### config.mk
export PLATFORM = sky130hd
export DESIGN_NAME = pkd_decoder
export DESIGN_NICKNAME = d
export VERILOG_FILES = /design/src/rtl/pkd_pkg.sv /design/src/rtl/pkd_split3.sv /design/src/rtl/pkd_split2.sv /design/src/rtl/pkd_bitpos.sv /design/src/rtl/pkd_format.sv /design/src/rtl/pkd_decoder.sv
export SDC_FILE = /design/constraint.sdc
export NUM_CORES = 1
export LEC_CHECK = 0
export BUFFER_PORTS_ARGS = -buffer_cell sky130_fd_sc_hd__buf_4
export CAP_MARGIN = 20
export CORE_MARGIN = 3
export CORE_UTILIZATION = 55
export DETAILED_ROUTE_END_ITERATION = 10
export PLACE_DENSITY_LB_ADDON = 0.2
export SYNTH_ARGS = -nofsm -noshare
export SYNTH_HDL_FRONTEND = slang
export SYNTH_SLANG_ARGS = --single-unit
### constraint.sdc
create_clock -name clk -period 8.9 [get_ports clk]
set_input_delay 2.67 -clock clk [delete_from_list [all_inputs] [get_ports clk]]
set_output_delay 2.67 -clock clk [all_outputs]
set_load 0.005 [all_outputs]
### src/rtl/pkd_pkg.sv
package pkd_pkg;
    localparam int WORD_W  = 32;
    localparam int HALF_W  = WORD_W / 2;
    localparam int CMB_W   = 5;
    localparam int REG_W   = 4;
    localparam int NUM_REG = 6;
    localparam int REGS_W  = NUM_REG * REG_W;
    localparam int IMM_W   = 6;
    localparam int OPC_W   = 9;
    localparam int CNT_W   = 3;
    localparam int FMT_W   = 3;
    localparam int NUM_FMT = 1 << FMT_W;
    localparam int REG_LIM = 12;

    typedef enum logic [FMT_W-1:0] {
        FMT_S2  = 3'd0,
        FMT_S2B = 3'd1,
        FMT_S3  = 3'd2,
        FMT_S3B = 3'd3,
        FMT_L2  = 3'd4,
        FMT_L5  = 3'd5,
        FMT_L4  = 3'd6,
        FMT_RSV = 3'd7
    } fmt_e;

    typedef enum logic {
        ST_EMPTY = 1'b0,
        ST_FULL  = 1'b1
    } st_e;

    typedef struct packed {
        logic              legal;
        logic              wide;
        logic              fb;
        logic [CNT_W-1:0]  nreg;
        logic [REGS_W-1:0] regs;
        logic [IMM_W-1:0]  imm;
        logic [IMM_W-1:0]  bitp;
        logic [OPC_W-1:0]  opc;
    } dec_t;
endpackage

### src/rtl/pkd_split3.sv
module pkd_split3
    import pkd_pkg::*;
(
    input  logic [CMB_W-1:0] comb,
    input  logic [5:0]       low,
    output logic             ok,
    output logic [REG_W-1:0] r0,
    output logic [REG_W-1:0] r1,
    output logic [REG_W-1:0] r2
);
    logic [CMB_W-1:0] q3;
    logic [1:0]       d0, d1, d2;

    always_comb begin
        q3 = comb / CMB_W'(3);
        d0 = 2'(comb % CMB_W'(3));
        d1 = 2'(q3 % CMB_W'(3));
        d2 = 2'(comb / CMB_W'(9));
        ok = (comb < CMB_W'(27));
        r0 = {d0, low[5:4]};
        r1 = {d1, low[3:2]};
        r2 = {d2, low[1:0]};
    end
endmodule

### src/rtl/pkd_split2.sv
module pkd_split2
    import pkd_pkg::*;
(
    input  logic [CMB_W-1:0] comb,
    input  logic             ext,
    input  logic [3:0]       low,
    output logic             ok,
    output logic [REG_W-1:0] r0,
    output logic [IMM_W-1:0] idx1
);
    logic [1:0] d0;
    logic [3:0] d1;

    always_comb begin
        d0   = 2'(comb % CMB_W'(3));
        d1   = 4'(comb / CMB_W'(3));
        ok   = !ext && (comb < CMB_W'(9));
        r0   = {d0, low[3:2]};
        idx1 = {d1, low[1:0]};
    end
endmodule

### src/rtl/pkd_bitpos.sv
module pkd_bitpos
    import pkd_pkg::*;
(
    input  logic [IMM_W-1:0] idx,
    output logic             ok,
    output logic [IMM_W-1:0] val
);
    always_comb begin
        ok = 1'b1;
        if (idx == '0)
            val = IMM_W'(32);
        else if (idx <= IMM_W'(8))
            val = idx;
        else if (idx == IMM_W'(9))
            val = IMM_W'(16);
        else if (idx == IMM_W'(10))
            val = IMM_W'(24);
        else if (idx == IMM_W'(11))
            val = IMM_W'(32);
        else begin
            ok  = 1'b0;
            val = '0;
        end
    end
endmodule

### src/rtl/pkd_format.sv
module pkd_format
    import pkd_pkg::*;
(
    input  logic [WORD_W-1:0] word,
    input  fmt_e              fmt,
    output dec_t              res
);
    logic [1:0]                  s3ok, s2ok;
    logic [1:0][3*REG_W-1:0]     s3regs;
    logic [1:0][REG_W-1:0]       s2r0;
    logic [1:0][IMM_W-1:0]       s2i1;
    logic                        bp2ok, bp3ok;
    logic [IMM_W-1:0]            bp2v, bp3v, idx3;
    logic [REG_W-1:0]            direct;
    dec_t                        cand [NUM_FMT];

    for (genvar h = 0; h < 2; h++) begin : g_half
        pkd_split3 u_s3 (
            .comb (word[HALF_W*h+6 +: CMB_W]),
            .low  (word[HALF_W*h +: 6]),
            .ok   (s3ok[h]),
            .r0   (s3regs[h][REG_W-1:0]),
            .r1   (s3regs[h][2*REG_W-1:REG_W]),
            .r2   (s3regs[h][3*REG_W-1:2*REG_W])
        );
        pkd_split2 u_s2 (
            .comb (word[HALF_W*h+6 +: CMB_W]),
            .ext  (word[HALF_W*h+5]),
            .low  (word[HALF_W*h +: 4]),
            .ok   (s2ok[h]),
            .r0   (s2r0[h]),
            .idx1 (s2i1[h])
        );
    end

    assign idx3   = IMM_W'(s3regs[0][3*REG_W-1:2*REG_W]);
    assign direct = word[HALF_W +: REG_W];

    pkd_bitpos u_bp2 (.idx(s2i1[0]), .ok(bp2ok), .val(bp2v));
    pkd_bitpos u_bp3 (.idx(idx3),    .ok(bp3ok), .val(bp3v));

    always_comb begin
        for (int k = 0; k < NUM_FMT; k++) cand[k] = '0;

        if (s2ok[0]) begin
            cand[FMT_S2].legal = 1'b1;
            cand[FMT_S2].nreg  = CNT_W'(2);
            cand[FMT_S2].regs  = REGS_W'({s2i1[0][REG_W-1:0], s2r0[0]});
        end else if (s3ok[0]) begin
            cand[FMT_S2].legal = 1'b1;
            cand[FMT_S2].fb    = 1'b1;
            cand[FMT_S2].nreg  = CNT_W'(3);
            cand[FMT_S2].regs  = REGS_W'(s3regs[0]);
            cand[FMT_S2].opc   = OPC_W'(word[15:11]);
        end

        if (s2ok[0] && bp2ok) begin
            cand[FMT_S2B].legal = 1'b1;
            cand[FMT_S2B].nreg  = CNT_W'(1);
            cand[FMT_S2B].regs  = REGS_W'(s2r0[0]);
            cand[FMT_S2B].imm   = s2i1[0];
            cand[FMT_S2B].bitp  = bp2v;
        end else if (bp3ok) begin
            cand[FMT_S2B].legal = 1'b1;
            cand[FMT_S2B].fb    = 1'b1;
            cand[FMT_S2B].nreg  = CNT_W'(2);
            cand[FMT_S2B].regs  = REGS_W'(s3regs[0][2*REG_W-1:0]);
            cand[FMT_S2B].imm   = idx3;
            cand[FMT_S2B].bitp  = bp3v;
            cand[FMT_S2B].opc   = OPC_W'(word[15:11]);
        end

        if (s3ok[0]) begin
            cand[FMT_S3].legal = 1'b1;
            cand[FMT_S3].nreg  = CNT_W'(3);
            cand[FMT_S3].regs  = REGS_W'(s3regs[0]);
        end

        if (bp3ok) begin
            cand[FMT_S3B].legal = 1'b1;
            cand[FMT_S3B].nreg  = CNT_W'(2);
            cand[FMT_S3B].regs  = REGS_W'(s3regs[0][2*REG_W-1:0]);
            cand[FMT_S3B].imm   = idx3;
            cand[FMT_S3B].bitp  = bp3v;
        end

        cand[FMT_L2].wide = 1'b1;
        if (s2ok[0]) begin
            cand[FMT_L2].legal = 1'b1;
            cand[FMT_L2].nreg  = CNT_W'(2);
            cand[FMT_L2].regs  = REGS_W'({s2i1[0][REG_W-1:0], s2r0[0]});
        end else if (s3ok[0]) begin
            cand[FMT_L2].legal = 1'b1;
            cand[FMT_L2].fb    = 1'b1;
            cand[FMT_L2].nreg  = CNT_W'(3);
            cand[FMT_L2].regs  = REGS_W'(s3regs[0]);
            cand[FMT_L2].opc   = {word[31:27], word[19:16]};
        end

        cand[FMT_L5].wide = 1'b1;
        if (s3ok[0] && s2ok[1] && (s2i1[1][IMM_W-1:REG_W] == '0)) begin
            cand[FMT_L5].legal = 1'b1;
            cand[FMT_L5].nreg  = CNT_W'(5);
            cand[FMT_L5].regs  = REGS_W'({s2i1[1][REG_W-1:0], s2r0[1], s3regs[0]});
        end else if (s3ok[0] && s3ok[1]) begin
            cand[FMT_L5].legal = 1'b1;
            cand[FMT_L5].fb    = 1'b1;
            cand[FMT_L5].nreg  = CNT_W'(6);
            cand[FMT_L5].regs  = {s3regs[1], s3regs[0]};
            cand[FMT_L5].opc   = OPC_W'(word[31:27]);
        end

        cand[FMT_L4].wide = 1'b1;
        if (s3ok[0] && (direct < REG_W'(REG_LIM))) begin
            cand[FMT_L4].legal = 1'b1;
            cand[FMT_L4].nreg  = CNT_W'(4);
            cand[FMT_L4].regs  = REGS_W'({direct, s3regs[0]});
        end
    end

    assign res = cand[fmt];
endmodule

### src/rtl/pkd_decoder.sv
module pkd_decoder
    import pkd_pkg::*;
(
    input  logic                clk,
    input  logic                rst_n,
    input  logic                in_valid,
    output logic                in_ready,
    input  logic [WORD_W-1:0]   in_word,
    input  logic [FMT_W-1:0]    in_fmt,
    input  logic                out_ready,
    output logic                out_valid,
    output logic                out_legal,
    output logic                out_wide,
    output logic                out_fallback,
    output logic [CNT_W-1:0]    out_nreg,
    output logic [REGS_W-1:0]   out_regs,
    output logic [IMM_W-1:0]    out_imm,
    output logic [IMM_W-1:0]    out_bitp,
    output logic [OPC_W-1:0]    out_opc
);
    st_e  state, state_nx;
    dec_t dec, held;
    logic accept;

    pkd_format u_fmt (
        .word (in_word),
        .fmt  (fmt_e'(in_fmt)),
        .res  (dec)
    );

    assign in_ready = (state == ST_EMPTY) || out_ready;
    assign accept   = in_valid && in_ready;

    always_comb begin
        state_nx = state;
        unique case (state)
            ST_EMPTY: if (accept) state_nx = ST_FULL;
            ST_FULL: begin
                if (accept)         state_nx = ST_FULL;
                else if (out_ready) state_nx = ST_EMPTY;
            end
        endcase
    end

    always_ff @(posedge clk) begin
        if (!rst_n) state <= ST_EMPTY;
        else        state <= state_nx;
    end

    always_ff @(posedge clk) begin
        if (!rst_n)      held <= '0;
        else if (accept) held <= dec;
    end

    assign out_valid    = (state == ST_FULL);
    assign out_legal    = held.legal;
    assign out_wide     = held.wide;
    assign out_fallback = held.fb;
    assign out_nreg     = held.nreg;
    assign out_regs     = held.regs;
    assign out_imm      = held.imm;
    assign out_bitp     = held.bitp;
    assign out_opc      = held.opc;
endmodule

; Word level (Yosys, flattened, before mapping)
; Cells that the tools add are included.
[classes]
eq_ne = 6
div = 8
multipliers = 0
addsub = 0
n_lt_le_gt_ge = 8
shift = 0
mux = 53
bitwise_logic = 2
n_reduce_logical = 14
[ops]
columns = operator, n
row1 = 51-bit binary-select mux with 3-bit select, 1
row2 = 51-bit two-way mux, 2
row3 = 27-bit two-way mux, 3
row4 = 6-bit two-way mux, 10
row5 = 28-bit two-way mux, 2
row6 = 49-bit two-way mux, 1
row7 = 9-bit two-way mux, 5
row8 = 39-bit two-way mux, 1
row9 = 38-bit two-way mux, 1
row10 = 26-bit two-way mux, 1
row11 = 1-bit two-way mux, 23
row12 = 5-bit by 2-bit remainder unit with 5-bit output (second input constant), 4
row13 = 6-bit by 4-bit == test with 1-bit output (second input constant), 3
row14 = 4-bit == test (second input constant), 3
row15 = 6-bit logical NOT, 2
row16 = 5-bit by 2-bit divider with 5-bit output (second input constant), 2
row17 = 5-bit by 4-bit divider with 5-bit output (second input constant), 2
row18 = 5-bit by 4-bit less-than comparator with 1-bit output (second input constant), 2
row19 = 5-bit less-than comparator (second input constant), 2
row20 = 5-bit two-way mux, 2
row21 = 1-bit logical AND, 8
row22 = 6-bit by 4-bit <= comparator with 1-bit output (second input constant), 1
row23 = 4-bit >= comparator (second input constant), 1
row24 = 4-bit <= comparator (second input constant), 1
row25 = 7 further kinds, 8
[totals]
register_bits = 52
latchBits = 0
output_inout_bits = 53
ramBits = 0
wordCells = 100
memories = 0
input_bits = 39
mem_bits_ro = 0

; Depth between registers and ports, before layout
; Gate-level depths: netlist of run 1.
[logic_depth]
word_depth = 12
depth_mapped = 26
mapped_depth_nobuf = 21

; By module
; A second synthesis of run 1 with hierarchy kept.
[unflattened]
cells_unflattened = 677
hier_area_um2 = 5441.5
[modules_own_cells]
columns = module, seq_area_each_um2, area_each_um2, cells_each, instances
row1 = pkd_decoder, 1041.0, 2139.6, 226, 1
row2 = pkd_format, 0.0, 893.4, 141, 1
row3 = pkd_split3 (u_fmt.g_half[0].u_s3), 0.0, 812.0, 108, 1
row4 = pkd_split2, 0.0, 382.9, 46, 2
row5 = pkd_split3 (u_fmt.g_half[1].u_s3), 0.0, 673.1, 86, 1
row6 = pkd_bitpos, 0.0, 78.8, 12, 2

; Worst setup path before layout of run 1
; Ideal clock, no wire load.
[synth_path]
path_kind = input-to-reg
startpoint = input port in_word[9]
endpoint = register held (netlist bit out_regs[7])
setup_time_ns = 0.120
arrival_ns = 7.412
required_ns = 8.780
n_path_buf = 6
path_stages = 24
setup_slack_ns = 1.368
path_cell_list = buf_4 clkbuf_1 clkbuf_1 ha_1 mux2_2 a21oi_1 mux2_1 o211ai_2 clkbuf_1 xnor2_1 ha_1 a21oi_1 or4b_1 buf_2 buf_6 nor2_1 nor2_1 o21a_1 ha_1 or4_1 mux2i_1 a21bo_2 o211ai_1 a21oi_1
[synth_via]
elab_chain_cells = 12
word_cells_on_any_way = 43
classes_between = div: 3 / order compare: 4 / eq/ne: 6 / mux: 22 / reduce/logical: 8
[synth_rtl]
columns = element, line
row1 = "start, declared", pkd_decoder.sv:8  ; input logic [WORD_W-1:0] in_word,
row2 = branches (longest 9 deep; another with 5-bit by 2-bit divider with 5-bit output), n/a
row3 = 51-bit binary-select mux with 3-bit select *, pkd_format.sv:121  ; assign res = cand[fmt];
row4 = 51-bit two-way mux (implied by the code) * (2 in a row), pkd_format.sv:121
row5 = "end signal, assigned", pkd_decoder.sv:51  ; if (!rst_n) held <= '0;
row6 = "end signal, assigned", pkd_decoder.sv:52  ; else if (accept) held <= dec;
row7 = "end, declared", pkd_decoder.sv:22  ; dec_t dec, held;
; Mark *: on every way between the ends. The select of a mux whose other input is x is not followed.
; A chain may end at the register's enable or synchronous reset.

; Worst setup path after layout of run 1
; Ends and elaborated chain as after synthesis.

==> results of run 1 <==
-- worst reg2reg max path, cell delays in order (launching register included) --
cell and delay (ns):
dfxtp_1 0.32, nand2b_1 0.12, and2_1 0.62, nand3_1 0.34
nor2b_1 0.40, o311ai_0 0.19, o21ai_0 0.17
-- layout make-up --
class / count / area (µm²)
Clock buffer: 7 / 86.3
Clock inverter: 1 / 7.51
Fill cell: 622 / 2160
Inverter: 20 / 75.1
Multi-Input combinational cell: 433 / 2760
Sequential cell: 52 / 1040
Tap cell: 96 / 120
Timing Repair Buffer: 92 / 691
-- cells in the final DEF (no fill, tap or decap), drive strengths merged, types with 8 or more instances in the layout --
cell and n:
nand3 17, a211oi 9, inv 20, and3 12, a21oi 36, buf 92, dfxtp 52, nand2b 10
and2 8, o211ai 9, a22oi 12, a21boi 11, nor2 29, nor2b 21, o21ai 37, ha 20
nor3 11, nand2 74
-- cell families (layout without fill, tap and decap cells) --
logic type                 after synthesis  in the layout  share of synthesized area
DFF                                     52             52                      0.258
AOI/OAI and AO/OA                      183            183                      0.314
and+or+nand+nor                        218            218                      0.279
buffers and inverters                   57            120                     0.0571
muxes                                    7              7                     0.0183
xor gates and xnor gates                 5              5                     0.0109
adders and majority gates               20             20                     0.0620
-- how the worst min path moves through the flow --
stage | from | slack [ns] | depth (start not counted) | endpoint
2_1_floorplan | out_bitp[2] | 0.44 | 2 | out_bitp[2]
3_3_place_gp | out_bitp[2] | 0.44 | 2 | out_bitp[2]
3_5_place_dp | out_imm[3] | 0.44 | 2 | out_imm[3]
4_1_cts | out_imm[3] | 0.46 | 2 | out_imm[3]
5_1_grt | out_bitp[3] | 0.47 | 2 | out_bitp[3]
6_report | out_imm[3] | 0.45 | 2 | out_imm[3]
-- per-layer routing --
layer	global-route usage	wire, µm
met2	0.468	5610
met4	0.0427	134
met1	0.353	4930
met3	0.0345	773
met5	0	0
-- state kept, by name (all words and copies together), names as in the netlist --
| name | count |
|---|---|
| out_fallback | 1 |
| out_legal | 1 |
| out_wide | 1 |
| out_bitp | 6 |
| out_nreg | 3 |
| out_valid | 1 |
| out_imm | 6 |
| out_regs | 24 |
| out_opc | 9 |
-- power by group through the flow --
| stage | registers, µW | clock network (µW) | logic, µW |
|---|---|---|---|
| after floorplan | 252 | 0 | 159 |
| after global placement | 253 | 0 | 214 |
| after detailed placement | 253 | 0 | 222 |
| after CTS | 248 | 142 | 223 |
| after global routing | 249 | 154 | 251 |
| final | 248 | 142 | 225 |
-- through the flow --
step / setup WS [ns] / power (µW) / cells / hold WS, ns
2_1_floorplan: 1.37 / 411 / 542 / 0.439
3_3_place_gp: 1.46 / 466 / 693 / 0.436
3_5_place_dp: 1.20 / 475 / 693 / 0.442
4_1_cts: 1.52 / 613 / 701 / 0.455
5_1_grt: 1.14 / 654 / 701 / 0.472
6_report: 1.44 / 615 / 701 / 0.451
==> reports/metrics.cfg, run 1 <==
[logic_synthesis]
netlist_top_cells_count = nand2_1 (74), dfxtp_1 (52), a21oi_1 (36)
async_flop_share = 0
synth.top_cell.area_share = 0.258
yosys_most_used_dff = dfxtp_1
ys_types = 72
synth-edff-count = 0
syn_area_um2 = 4040
synth_most_common_cell = nand2_1
avgSynthCellArea_um2 = 7.44
seq_area_frac_synth = 0.258
synthesis.nets = 601
netlist_top_cells_area = dfxtp_1 (26%), nand2_1 (6.9%), ha_1 (6.2%)
netlist_instances = 542
synth.ff_latch_count = 52
synth_warnings = 0
yosys.area.top_type = dfxtp_1

[clocking]
cts_tree = yes
clock_latency_ns = 0.30
cts_resized = 0
clockRootBuffer = clkbuf_8
cts_buffer_depth = 2
cts_buffers = 5
htreeDepth = 2
holdBufCountCts = 0
post_cts_buffers = 0
clkTransAtPathRegs_ns = 0.09
cts_num_sinks = 52

[final_layout]
nNetsFinal = 663
diodes = 0
area_growth_pct = 18.6
fin_area_um2 = 4780
final_util = 0.689
drive_above_1_share = 0.200

[critical_path]
endpoint = out_regs[7]
reg2reg_depth = 6
worst-path-stages = 19
cp.required_ns = 9.09
crit_chain = buf_4 > ha_1 > mux2_2 > a21o_1 > a21boi_1 > o211ai_2 > xnor2_1 > ha_1 > a21oi_1 > or4b_1 > nor2_1 > nor2_1 > o21a_1 > ha_1 > or4_1 > mux2i_1 > a21bo_2 > o211ai_1 > a21oi_1
slowest_stage = or4b_1
timing.rr.end = out_regs[15]
cp-end-kind = register
cp.arrival_ns = 7.65
cp_max_fo = 18
path_common_cell = ha_1
rrSetupSlack_ns = 6.67
critPathKind = in -> reg
cpPeakStageDelay_ns = 0.71
crit_buf_inv = 1
crit_path_start_kind = primary input
cp_top_family = compound AO/OA/AOI/OAI gates
crit_start = in_word[9]
rr_startpoint = out_valid

[detailed_routing]
first_iter_violations = 267
wl_um = 11500
routedWlPerCell_um = 16.3
vias = 4388
via_per_inst = 6.26
dr.pass1.iters = 7
ant_nets = 0
drc = 0

[global_route]
grt_max_degree = 43
grt_usage = 0.266
grt_pass1_vias = 3999
antenna_found_initial = 0
grt_pass1_wl_um = 18900
gr-total-overflow = 0

[pwr]
switchingPower_uw = 215
cell_internal_pwr_uw = 400
swShare = 0.350
pwr-share-seq = 0.403
pwr-share-clk = 0.230
ir_drop_mv = 0.0866
p_comb_frac = 0.367
leakage_uw = 0.00200
powerDensity_nw_per_um2 = 128

[sta]
min_period_over_period = 0.838
drv_slew = 0
tns_ns = 0
worstMarginPinSlew_ns = 1.05
maxSlewHeadroom = 0.297
rsz0062_at_grt = no
finClkSkew_ns = 0.00214
layout_min_cycle_time_ns = 7.46
fmax_ghz = 0.134
hold_viol = 0
final-setup-viol-count = 0

[placed_design]
hpwlAfterDp_um = 8590
routabilityCongestion = 0.948
port_buffers = 91
postPlaceCellArea_um2 = 4690

[floorplan]
rows = 30
die_x_um = 91.7
die_h_um = 91.7
ioPinCount = 92
fp.coreArea_um2 = 6940
start_util = 0.581
die_area_um2 = 8400

[hold_path]
min_path_type = reg -> reg

[flow_run]
max_cap_viol_count = 0

[run_status]
outcome = finished, final reports clean

Power figures use the tool's default switching activity.
==> inputs of run 2 (changes only) <==
- ABC_AREA: default -> 1
- clock period: 8.9 -> 7.03 ns (I/O delays scaled with it)
==> run 2 against run 1 <==
Flip-flop and latch count unchanged; combinational power increased by 40%; sequential share of layout area increased by 0.17 points; clock skew increased by 0.0054 ns; utilization increased by 0.59 points; non-clock buffer count unchanged; sequential power increased by 28%; wire length decreased by 1.0%; clock power increased by 30%; highest routed layer unchanged; critical path type unchanged; synthesized cell count increased by 19%; critical endpoint is now out_regs[6]; setup slack improved by 0.28 ns; critical path depth increased by 8.
==> reports/metrics.cfg, run 2 <==
[run_status]
outcome = finished, final reports clean

[clocking]
cts_resized = 0
holdBufCountCts = 0
clockRootBuffer = clkbuf_8
post_cts_buffers = 0
cts_buffers = 5
htreeDepth = 2
cts_tree = yes
clkTransAtPathRegs_ns = 0.10
clock_latency_ns = 0.31
cts_num_sinks = 52
cts_buffer_depth = 2

[critical_path]
crit_path_start_kind = primary input
rr_startpoint = out_valid
reg2reg_depth = 10
cp_max_fo = 9
rrSetupSlack_ns = 4.78
timing.rr.end = out_regs[22]
cp.required_ns = 7.27
critPathKind = in -> reg
cp.arrival_ns = 5.55
cp-end-kind = register

[final_layout]
multiInputGateArea_um2 = 2450
regArea_um2 = 1040
drive_above_1_share = 0.169
mostFrequentLayoutCells = nand2_1 (179), buf_4 (92), inv_1 (85)
layout_commonest_cell = nand2_1
fillers = 632
area_growth_pct = 21.4
largest_reg_flops = 24
diodes = 0
nNetsFinal = 785

[placed_design]
hpwlAfterDp_um = 8670
port_buffers = 91
routabilityCongestion = 0.924

[global_route]
grt_pass1_wl_um = 19100
grt_max_degree = 46
grt_usage = 0.273
gr-total-overflow = 0
grt_pass1_vias = 4231
antenna_found_initial = 0

[hold_path]
worstHoldStart = out_imm[4]
hold_end = out_imm[4]
worstHoldPathCells = 2
min_path_type = reg -> reg

[floorplan]
rows = 30
start_util = 0.572
ioPinCount = 92
fp.coreArea_um2 = 6830
die_area_um2 = 8160
die_x_um = 90.3
die_h_um = 90.3

[sta]
tns_ns = 0
finClkSkew_ns = 0.00757
rsz0062_at_grt = no
drv_slew = 0
layout_min_cycle_time_ns = 5.31
maxSlewHeadroom = 0.494
fmax_ghz = 0.188
min_period_over_period = 0.755
hold_viol = 0
final-setup-viol-count = 0
worstMarginPinSlew_ns = 0.753

[logic_synthesis]
synth.top_cell.area_share = 0.266
synth_most_common_cell = nand2_1
synthesis.nets = 704
synth_xor_area_frac = 0.0131
avgSynthCellArea_um2 = 6.06
netlist_top_cells_count = nand2_1 (179), inv_1 (85), a21oi_1 (69)
synth_compound_area_frac = 0.197
synth.ff_latch_count = 52
synth_top_family_by_area = simple AND/OR/NAND/NOR gates
yosys.area_share.simple = 0.353
netlist_instances = 645
yosys_most_used_dff = dfxtp_1
synth_warnings = 0
synthAdderAreaFrac = 0.0640
synthMuxAreaShare = 0
yosys.area.top_type = dfxtp_1
synth-edff-count = 0
seq_area_frac_synth = 0.266
netlist_top_cells_area = dfxtp_1 (27%), nand2_1 (17%), a21oi_1 (8.8%)
syn_area_um2 = 3910
async_flop_share = 0
ys_types = 42

[detailed_routing]
via_per_inst = 5.57
routedWlPerCell_um = 13.8
first_iter_violations = 335
ant_nets = 0
vias = 4580
drc = 0
wl_um = 11300
dr.pass1.iters = 5

[pwr]
cell_internal_pwr_uw = 504
p_comb_frac = 0.387
finalPower_uw = 818
pwr-share-clk = 0.225
powerDensity_nw_per_um2 = 172
swShare = 0.383
leakage_uw = 0.00237
switchingPower_uw = 314
ir_drop_mv = 0.166
pwr-share-seq = 0.388

[flow_run]
max_cap_viol_count = 0

## run 2: power groups by stage
stage          registers (µW)  logic, µW  clock network, µW
3_3_place_gp              324        298                  0
3_5_place_dp              324        311                  0
4_1_cts                   317        313                185
2_1_floorplan             324        212                  0
6_report                  317        316                184
5_1_grt                   319        360                197
## run 2: critical path: stages
cell     delay [ns]
buf_4          0.15
inv_1          0.10
ha_1           0.21
or2_2          0.29
nand2_1        0.12
nand3_2        0.13
nand2_1        0.21
inv_1          0.09
o21ai_1        0.18
nand2_1        0.12
ha_1           0.19
a21oi_1        0.13
nand3_1        0.13
nor2_4         0.15
nand4_1        0.14
nand2_1        0.10
nand2_1        0.07
nand2_1        0.08
inv_1          0.05
ha_1           0.18
inv_1          0.05
nand2_1        0.05
nor2_1         0.17
nand2_1        0.09
nand2_1        0.07
nand3_1        0.06
a21oi_1        0.15
## run 2: metal layers
metal / GRT usage / wire length [µm] / up-vias
met3: 0.0492 / 957 / 39
met2: 0.467 / 5490 / 224
met5: 0 / 0 / -
li1: - / - / 2278
met4: 0.0944 / 303 / 0
met1: 0.346 / 4570 / 2039
## run 2: cell families (layout without fill, tap and decap cells)
| kind of cell | Yosys count | count (layout) |
|---|---|---|
| xor gates and xnor gates | 5 | 5 |
| adders and majority gates | 20 | 20 |
| AOI/OAI and AO/OA | 140 | 140 |
| DFF | 52 | 52 |
| buffers and inverters | 110 | 192 |
| and+or+nand+nor | 318 | 318 |
## run 2: layout make-up
| type | instances | share of cell area |
|---|---|---|
| clock buffer | 7 | 0.0182 |
| clock inverter | 1 | 0.00158 |
| inverter | 92 | 0.0733 |
| multi-input combinational | 483 | 0.517 |
| sequential | 52 | 0.219 |
| tap | 96 | 0.0253 |
| timing repair buffer | 92 | 0.145 |
## run 2: metrics by stage
stage	hold slack (ns)	cell area, µm²	cells	util	setup WS [ns]
global placement	0.429	4650	815	0.681	1.74
CTS	0.445	4750	823	0.695	1.76
detailed placement	0.430	4650	815	0.681	1.45
global route	0.484	4750	823	0.695	1.39
finish	0.446	4750	823	0.695	1.72
floorplan	0.435	3910	645	-	1.99
## run 2: worst max-delay path by stage
stage / to / cells past startpoint / from / slack [ns]
finish: out_regs[6] / 27 / in_word[7] / 1.72
detailed placement: out_regs[6] / 27 / in_word[7] / 1.45
global placement: out_regs[6] / 28 / in_word[7] / 1.74
CTS: out_regs[6] / 27 / in_word[7] / 1.76
global route: out_regs[6] / 29 / in_word[7] / 1.39
floorplan: out_regs[6] / 28 / in_word[9] / 1.99
